$ cat src/rtl/slv_term_pkg.sv
package slv_term_pkg;

  typedef enum logic [2:0] {
    ST_IDLE = 3'd0,
    ST_CAPT = 3'd1,
    ST_PREP = 3'd2,
    ST_RDY  = 3'd3,
    ST_REL  = 3'd4,
    ST_HOLD = 3'd5
  } sterm_st_e;

  // Next state of the slave cycle sequencer.
  function automatic sterm_st_e st_next(input sterm_st_e cur,
                                        input logic cs_n,
                                        input logic mst,
                                        input logic core_rdy,
                                        input logic term_n);
    sterm_st_e nx;
    case (cur)
      ST_IDLE: nx = (!cs_n && !mst) ? ST_CAPT : ST_IDLE;
      ST_CAPT: nx = core_rdy ? ST_RDY : ST_PREP;
      ST_PREP: nx = core_rdy ? ST_RDY : ST_PREP;
      ST_RDY:  nx = !term_n ? ST_REL : ST_RDY;
      ST_REL:  nx = cs_n ? ST_IDLE : ST_HOLD;
      ST_HOLD: nx = cs_n ? ST_IDLE : ST_HOLD;
      default: nx = ST_IDLE;
    endcase
    return nx;
  endfunction

  // Pin enable: drive in ready phase, keep driving high one clock after.
  function automatic logic pin_drive(input sterm_st_e cur,
                                     input logic ack_on,
                                     input logic mst,
                                     input logic drove_last);
    return ack_on && !mst &&
           ((cur == ST_RDY) || ((cur == ST_REL) && drove_last));
  endfunction

endpackage

$ cat src/rtl/slv_term_fsm.sv
module slv_term_fsm
  import slv_term_pkg::*;
#(
  parameter int WCNT_W = 8
) (
  input  logic              clk,
  input  logic              rst_n,
  input  logic              cs_n,
  input  logic              mst_mode,
  input  logic              core_rdy,
  input  logic              term_n,
  output sterm_st_e         st,
  output logic              term_hit,
  output logic [WCNT_W-1:0] wait_cnt
);

  localparam logic [WCNT_W-1:0] WMAX = '1;

  sterm_st_e st_q, st_d;
  logic      cyc_start;
  logic      wait_tick;

  function automatic logic [WCNT_W-1:0] wait_step(input logic [WCNT_W-1:0] c);
    return (c == WMAX) ? c : c + 1'b1;
  endfunction

  always_comb begin
    st_d      = st_next(st_q, cs_n, mst_mode, core_rdy, term_n);
    cyc_start = (st_q == ST_IDLE) && (st_d == ST_CAPT);
    term_hit  = (st_q == ST_RDY) && !term_n;
    wait_tick = (st_q == ST_RDY) && term_n;
  end

  always_ff @(posedge clk or negedge rst_n) begin
    if (!rst_n) begin
      st_q     <= ST_IDLE;
      wait_cnt <= '0;
    end else begin
      st_q <= st_d;
      if (cyc_start)
        wait_cnt <= '0;
      else if (wait_tick)
        wait_cnt <= wait_step(wait_cnt);
    end
  end

  assign st = st_q;

endmodule

$ cat src/rtl/slv_term_cfg.sv
module slv_term_cfg
  import slv_term_pkg::*;
#(
  parameter int DW     = 8,
  parameter int EN_BIT = 0
) (
  input  logic          clk,
  input  logic          rst_n,
  input  sterm_st_e     st,
  input  logic          rw_rd,
  input  logic          cfg_sel,
  input  logic [DW-1:0] data_in,
  input  logic          term_hit,
  output logic [DW-1:0] cap_data,
  output logic          ack_mode
);

  logic cyc_wr;
  logic cyc_cfg;
  logic locked;
  logic cap_now;
  logic load_en;

  always_comb begin
    cap_now = (st == ST_CAPT) && !rw_rd;
    load_en = term_hit && !locked && cyc_wr && cyc_cfg;
  end

  always_ff @(posedge clk or negedge rst_n) begin
    if (!rst_n) begin
      cyc_wr   <= 1'b0;
      cyc_cfg  <= 1'b0;
      cap_data <= '0;
    end else if (st == ST_CAPT) begin
      cyc_wr  <= !rw_rd;
      cyc_cfg <= cfg_sel;
      if (cap_now)
        cap_data <= data_in;
    end
  end

  always_ff @(posedge clk or negedge rst_n) begin
    if (!rst_n) begin
      locked   <= 1'b0;
      ack_mode <= 1'b0;
    end else if (term_hit) begin
      locked <= 1'b1;
      if (load_en)
        ack_mode <= cap_data[EN_BIT];
    end
  end

endmodule

$ cat src/rtl/slv_term_pin.sv
module slv_term_pin
  import slv_term_pkg::*;
(
  input  logic      clk,
  input  logic      rst_n,
  input  sterm_st_e st,
  input  logic      ack_mode,
  input  logic      mst_mode,
  output logic      term_n_o,
  output logic      term_oe
);

  logic drove_q;

  always_comb begin
    term_oe  = pin_drive(st, ack_mode, mst_mode, drove_q);
    term_n_o = (st != ST_RDY);
  end

  always_ff @(posedge clk or negedge rst_n) begin
    if (!rst_n) drove_q <= 1'b0;
    else        drove_q <= term_oe;
  end

endmodule

$ cat src/rtl/slv_term_ctrl.sv
module slv_term_ctrl
  import slv_term_pkg::*;
#(
  parameter int DW     = 8,
  parameter int WCNT_W = 8,
  parameter int EN_BIT = 0
) (
  input  logic              clk,
  input  logic              rst_n,
  input  logic              mst_mode,
  input  logic              cs_n,
  input  logic              rw_rd,
  input  logic              cfg_sel,
  input  logic [DW-1:0]     data_in,
  input  logic              core_rdy,
  input  logic              term_n_i,
  output logic              rdy_n,
  output logic              term_n_o,
  output logic              term_oe,
  output logic              cyc_end,
  output logic [WCNT_W-1:0] wait_cnt,
  output logic [DW-1:0]     cap_data,
  output logic              ack_mode
);

  sterm_st_e st;
  logic      term_hit;

  slv_term_fsm #(.WCNT_W(WCNT_W)) fsm_i (
    .clk      (clk),
    .rst_n    (rst_n),
    .cs_n     (cs_n),
    .mst_mode (mst_mode),
    .core_rdy (core_rdy),
    .term_n   (term_n_i),
    .st       (st),
    .term_hit (term_hit),
    .wait_cnt (wait_cnt)
  );

  slv_term_cfg #(.DW(DW), .EN_BIT(EN_BIT)) cfg_i (
    .clk      (clk),
    .rst_n    (rst_n),
    .st       (st),
    .rw_rd    (rw_rd),
    .cfg_sel  (cfg_sel),
    .data_in  (data_in),
    .term_hit (term_hit),
    .cap_data (cap_data),
    .ack_mode (ack_mode)
  );

  slv_term_pin pin_i (
    .clk      (clk),
    .rst_n    (rst_n),
    .st       (st),
    .ack_mode (ack_mode),
    .mst_mode (mst_mode),
    .term_n_o (term_n_o),
    .term_oe  (term_oe)
  );

  assign rdy_n   = (st != ST_RDY);
  assign cyc_end = (st == ST_REL);

endmodule

$ cat config.mk
export PLATFORM = sky130hd
export DESIGN_NAME = slv_term_ctrl
export DESIGN_NICKNAME = d
export VERILOG_FILES = /design/src/rtl/slv_term_pkg.sv /design/src/rtl/slv_term_fsm.sv /design/src/rtl/slv_term_cfg.sv /design/src/rtl/slv_term_pin.sv /design/src/rtl/slv_term_ctrl.sv
export SDC_FILE = /design/constraint.sdc
export NUM_CORES = 1
export LEC_CHECK = 0
export ABC_CLOCK_PERIOD_IN_PS = 3460
export CAP_MARGIN = 20
export CORE_ASPECT_RATIO = 0.7
export CORE_MARGIN = 2
export CORE_UTILIZATION = 46
export DETAILED_ROUTE_END_ITERATION = 10
export GPL_ROUTABILITY_DRIVEN = 0
export GPL_TIMING_DRIVEN = 0
export PLACE_DENSITY = 0.9
export RECOVER_POWER = 25
export SLEW_MARGIN = 10
export SYNTH_ARGS = -nofsm -noshare
export SYNTH_HDL_FRONTEND = slang
export SYNTH_SLANG_ARGS = --single-unit
$ cat constraint.sdc
create_clock -name clk -period 3.46 [get_ports clk]
set_input_delay 0.346 -clock clk [delete_from_list [all_inputs] [get_ports clk]]
set_output_delay 0.346 -clock clk [all_outputs]
set_load 0.03 [all_outputs]
Yosys cells after proc, flatten, opt, wreduce, memory -nomap -nowiden
Index checks and enable logic that the tools add are counted.
{"block": "totals", "ff_bits": 24, "input_bits": 16, "out_inout_bits": 21, "elab_cells": 50}
{"block": "op_classes", "addsub": 1, "eq_ne": 9, "muxes": 8, "n_reduce_logical": 24}
{"op": "8-bit two-way mux", "count": 3}
{"op": "3-bit case mux with 4 select lines", "count": 1}
{"op": "1-bit logical AND", "count": 11}
{"op": "8-bit by 1-bit adder with 8-bit output, second input constant", "count": 1}
{"op": "8-bit equality test, second input constant", "count": 1}
{"op": "3-bit by 1-bit equality test with 1-bit output, second input constant", "count": 2}
{"op": "3-bit by 2-bit equality test with 1-bit output, second input constant", "count": 2}
{"op": "3-bit equality test, second input constant", "count": 2}
{"op": "3-bit two-way mux", "count": 2}
{"op": "2-bit AND reduction", "count": 3}
{"op": "1-bit zero test", "count": 5}
{"op": "2-bit OR reduction", "count": 2}
{"op": "3-bit zero test", "count": 1}
{"op": "3-bit by 2-bit != test with 1-bit output, second input constant", "count": 1}
{"op": "1-bit two-way mux", "count": 2}
{"op": "2-bit by 1-bit != test with 1-bit output, second input constant", "count": 1}
{"op": "2-bit nonzero test", "count": 1}
{"op": "1-bit logical OR", "count": 1}

Longest topological paths before layout
{"block": "depth", "word_depth": 8, "depth_mapped": 6, "depth_no_buf": 5}

Modules after synthesis
A second synthesis with hierarchy kept.
{"block": "hier_totals", "hier_cells": 92, "area_unflattened_um2": 1151.1}
{"mod": "slv_term_fsm", "n_inst": 1, "cells_each": 58, "area_each_um2": 603.1, "seq_area_each_um2": 275.3}
{"mod": "slv_term_cfg", "n_inst": 1, "cells_each": 27, "area_each_um2": 469.2, "seq_area_each_um2": 300.3}
{"mod": "slv_term_pin", "n_inst": 1, "cells_each": 5, "area_each_um2": 58.8, "seq_area_each_um2": 25.0}
{"mod": "slv_term_ctrl", "n_inst": 1, "cells_each": 2, "area_each_um2": 20.0, "seq_area_each_um2": 0.0}

Worst setup path before layout
No wires, ideal clock.
{"block": "synth_path", "kind": "register to output", "start": "reg fsm_i.st_q[1] (netlist: fsm_i.st[1])", "end": "out term_oe", "arrival_ps": 1607, "t_required_ps": 3114, "slack_ps": 1507, "stages_incl_launch_ff": 6, "n_path_buf": 1, "cell_sequence": "dfrtp_1 buf_4 nor2_1 and2_1 nand2_1 a21oi_1"}
{"block": "synth_between", "elab_chain_cells": 4, "elab_cells_between_ends": 5, "classes_between": "eq/ne: 2; reduce/logical: 3"}
{"item": "start, declared", "line_no": "slv_term_fsm.sv:19", "source": "sterm_st_e st_q, st_d;"}
{"item": "start signal, assigned", "line_no": "slv_term_fsm.sv:39", "source": "st_q <= st_d;"}
{"item": "3-bit equality test"}
{"item": "via cyc_end", "line_no": "slv_term_ctrl.sv:20", "source": "output logic cyc_end,"}
{"item": "1-bit logical AND", "line_no": "slv_term_pkg.sv:37", "source": "((cur == ST_RDY) || ((cur == ST_REL) && drove_last));"}
{"item": "1-bit logical OR", "line_no": "slv_term_pkg.sv:37"}
{"item": "1-bit logical AND", "line_no": "slv_term_pkg.sv:36", "source": "return ack_on && !mst &&"}
{"item": "end, declared", "line_no": "slv_term_ctrl.sv:19", "source": "output logic term_oe,"}
The timed path passes the listed nets, and every way through them passes these cells.

Worst setup path after layout
{"block": "layout_path", "start": "reg fsm_i.st_q[1] (netlist: fsm_i.st[1])", "end": "out term_oe"}
{"block": "layout_between", "elab_chain_cells": 4, "elab_cells_between_ends": 5, "classes_between": "eq/ne: 2; reduce/logical: 3"}
{"item": "3-bit equality test", "line_no": "slv_term_pkg.sv:37"}
{"item": "1-bit logical AND", "line_no": "slv_term_pkg.sv:37"}
{"item": "1-bit logical OR *", "line_no": "slv_term_pkg.sv:37"}
{"item": "1-bit logical AND *", "line_no": "slv_term_pkg.sv:36"}
Mark *: on every way between the ends. The rest lies on a longest branch, timed or not.

==> run_results.csv <==
group,metric,value,unit
status,outcome,"complete, no violations",
synthesis,yosys_warnings,0,
route,drt_iter0_drc,17,
floorplanning,fp.coreArea,2210,µm²
cts,hold_buffers,0,
global_routing,grt_pass1_vias,874,
critical_path,path_class,"reg -> out",
timing,timing.slew.headroom,0.341,
cts,cts.path.max_buffers,2,
finish,syn2layout_area_growth,39.9,%
power,swShare,0.397,
critical_path,path_max_fanout,8,
route,drc,0,
synthesis,postSynthAreaPerCell,11.2,µm²
timing,worst_pin_slew,988,ps
power,vdd_ir_drop_max,0.505,mV
route,route.antenna.remaining_nets,0,
critical_path,start_kind,"flip-flop",
synthesis,ys_types,26,
global_routing,grt_max_degree,25,
timing,slew_viol_final,0,
cts,cts_setup_buffers,0,
floorplanning,start_util,0.501,
cts,cts_tree,"built",
timing,finalHoldViolCount,0,
synthesis,synthFlopType,"dfrtp_1",
timing,setup_viol,0,
global_routing,antenna_found_initial,0,
floorplanning,ios,37,
timing,fin_crit_sh,0.719,
timing,rsz0062_at_grt,"false",
placed_design,dpl.hpwl,1850,µm
finish,fin_nets,158,
timing,skew,5.53,ps
run,max-cap-violations,0,
worst_hold_path,hold_path.class,"in -> async",
power,seq_power_share,0.385,
synthesis,synth_edf_count,0,
critical_path,critical_path_required,3110,ps
synthesis,async_reset_ff_frac,1.00,
route,post_drt_wl_per_cell,13.9,µm
cts,insertion_delay,320,ps
finish,num_antenna_cells,0,
synthesis,syn-num-nets,116,
critical_path,endpoint_kind,"output pin",
cts,numClockSinks,24,
synthesis,syn_area,1100,µm²
synthesis,seq_area_frac_synth,0.544,
floorplanning,fp.dieW,62.6,µm
cts,numCtsBuffers,3,
power,p_clk_frac,0.126,
route,drtPass1Iterations,4,
finish,fill_cells,174,
route,finalWirelength,2390,µm
floorplanning,die-area,2820,µm²
critical_path,arrival,2140,ps
timing,max_freq,0.402,GHz
floorplanning,die_y,45.0,µm
finish,final_core_util,0.700,
cts,path_clk_slew,130,ps
route,vias,908,
placed_design,port_buffers,36,
timing,finalSetupTns,0,ps
power,cell_internal_pwr,699,µW
power,p_leak,0.000674,µW
floorplanning,std_cell_rows,14,
timing,min_period,2490,ps
route,viasPerCell,5.28,
cts,cts-root-buf,"clkbuf_4",
power,powerDensity,751,nW/µm²
cts,htreeDepth,1,
power,p_sw,461,µW
global_routing,grt_usage,0.194,
global_routing,grt_overflow_total,0,
synthesis,synth.ff_latch_count,24,
cts,cts_resized,0,
global_routing,grt_pass1_wl,4080,µm
finish,drive_gt1_frac,0.150,
synthesis,synthCells,99,
power,comb_power_share,0.488,
## per-layer routing
layer / part of all wire / vias up / global-route usage
li1: - / 431 / -
met1: 0.43 / 429 / 0.225
met2: 0.47 / 41 / 0.340
met3: 0.085 / 7 / 0.0773
met4: 0.016 / 0 / 0.0667
met5: 0 / - / 0
## worst max-delay path, stage by stage, from the launching register on
cell	delay, ps
dfrtp_1	380
buf_4	160
nor2_1	190
and2_1	180
nand2_1	60
a21oi_1	160
clkdlybuf4s50_1	690
## metrics by stage
step	std cells	hold slack, ps	setup WS, ps	power, µW	instance area, µm²
after detailed placement	167	455	1340	1020	1510
after global placement	167	443	1350	993	1510
after floorplan	99	50.4	1510	786	1100
after global routing	172	298	805	1240	1550
final	172	309	971	1160	1550
after CTS	171	485	958	1170	1540
## worst paths after layout
kind	startpoint	endpoint	slack (ps)	cells past startpoint
setup / recovery	fsm_i.st[1]	term_oe	970	6
hold / removal	rst_n	fsm_i.wait_cnt[2]	310	1
setup reg to reg	fsm_i.st[1]	cfg_i.cap_data[2]	1950	5
hold reg to reg	cfg_i.locked	cfg_i.locked	490	1
max in group asynchronous	rst_n	cfg_i.cap_data[1]	1970	2
min in group clk	cfg_i.locked	cfg_i.locked	490	1
## layout make-up
| type | count | area, µm² | share of cell area |
|---|---|---|---|
| clock buffer | 4 | 36.3 | 0.0235 |
| tap | 32 | 40.0 | 0.0259 |
| timing repair buffer | 37 | 364 | 0.236 |
| sequential | 24 | 601 | 0.389 |
| inverter | 2 | 7.51 | 0.00486 |
| multi-input combinational | 70 | 474 | 0.307 |
| buffer | 3 | 22.5 | 0.0146 |
## sequential cells by signal, indices dropped and copies added (netlist names)
| register | count |
|---|---|
| cfg_i.cap_data | 8 |
| fsm_i.wait_cnt | 8 |
| fsm_i.st | 3 |
| cfg_i.ack_mode | 1 |
| cfg_i.cyc_cfg | 1 |
| cfg_i.cyc_wr | 1 |
| cfg_i.locked | 1 |
| pin_i.drove_q | 1 |
## synth_stat cells, types with 2 or more instances
| cell type | n | share of area |
|---|---|---|
| and2_1 | 3 | 0.017 |
| mux2i_1 | 3 | 0.027 |
| nand2b_1 | 3 | 0.017 |
| a21oi_1 | 3 | 0.014 |
| xor2_1 | 2 | 0.016 |
| inv_1 | 2 | 0.0068 |
| and3_1 | 2 | 0.011 |
| nor3_1 | 3 | 0.014 |
| nand3_1 | 3 | 0.014 |
| dfrtp_1 | 24 | 0.54 |
| buf_4 | 3 | 0.020 |
| mux2_2 | 11 | 0.11 |
| nand4_1 | 2 | 0.011 |
| nor2_1 | 9 | 0.031 |
| nand2_1 | 11 | 0.037 |
| o211ai_1 | 2 | 0.014 |
| o21ai_0 | 4 | 0.018 |
## power by group through the flow
stage                     Combinational [µW]  Sequential, µW  Clock (µW)
final                                    567             447         147
after global routing                     610             462         167
after CTS                                571             448         150
after detailed placement                 568             453           0
after global placement                   552             441           0
after floorplan                          220             567           0
## cell usage in the layout (no fill, tap or decap), types with 2 or more instances in the layout
cell type | netlist | layout
o211ai_1 | 2 | 2
nand2_1 | 11 | 11
nand2b_1 | 3 | 3
and3_1 | 2 | 2
inv_1 | 2 | 2
nand4_1 | 2 | 2
a21oi_1 | 3 | 3
nand3_1 | 3 | 3
dfrtp_1 | 24 | 24
xor2_1 | 2 | 2
nor2_1 | 9 | 9
mux2_2 | 11 | 11
clkbuf_4 | 0 | 3
and2_1 | 3 | 3
clkdlybuf4s50_1 | 0 | 35
nor3_1 | 3 | 3
o21ai_0 | 4 | 4
buf_4 | 3 | 3
mux2i_1 | 3 | 3
## cells by family after synthesis
family | after synthesis | synth area share
adders and majority gates | 1 | 0.0113
AOI/OAI and AO/OA | 12 | 0.0713
muxes | 14 | 0.139
buffers and inverters | 5 | 0.0272
and+or+nand+nor | 41 | 0.191
xor gates and xnor gates | 2 | 0.0159
DFF | 24 | 0.544
Note: power is estimated with default switching activity, not from simulation.
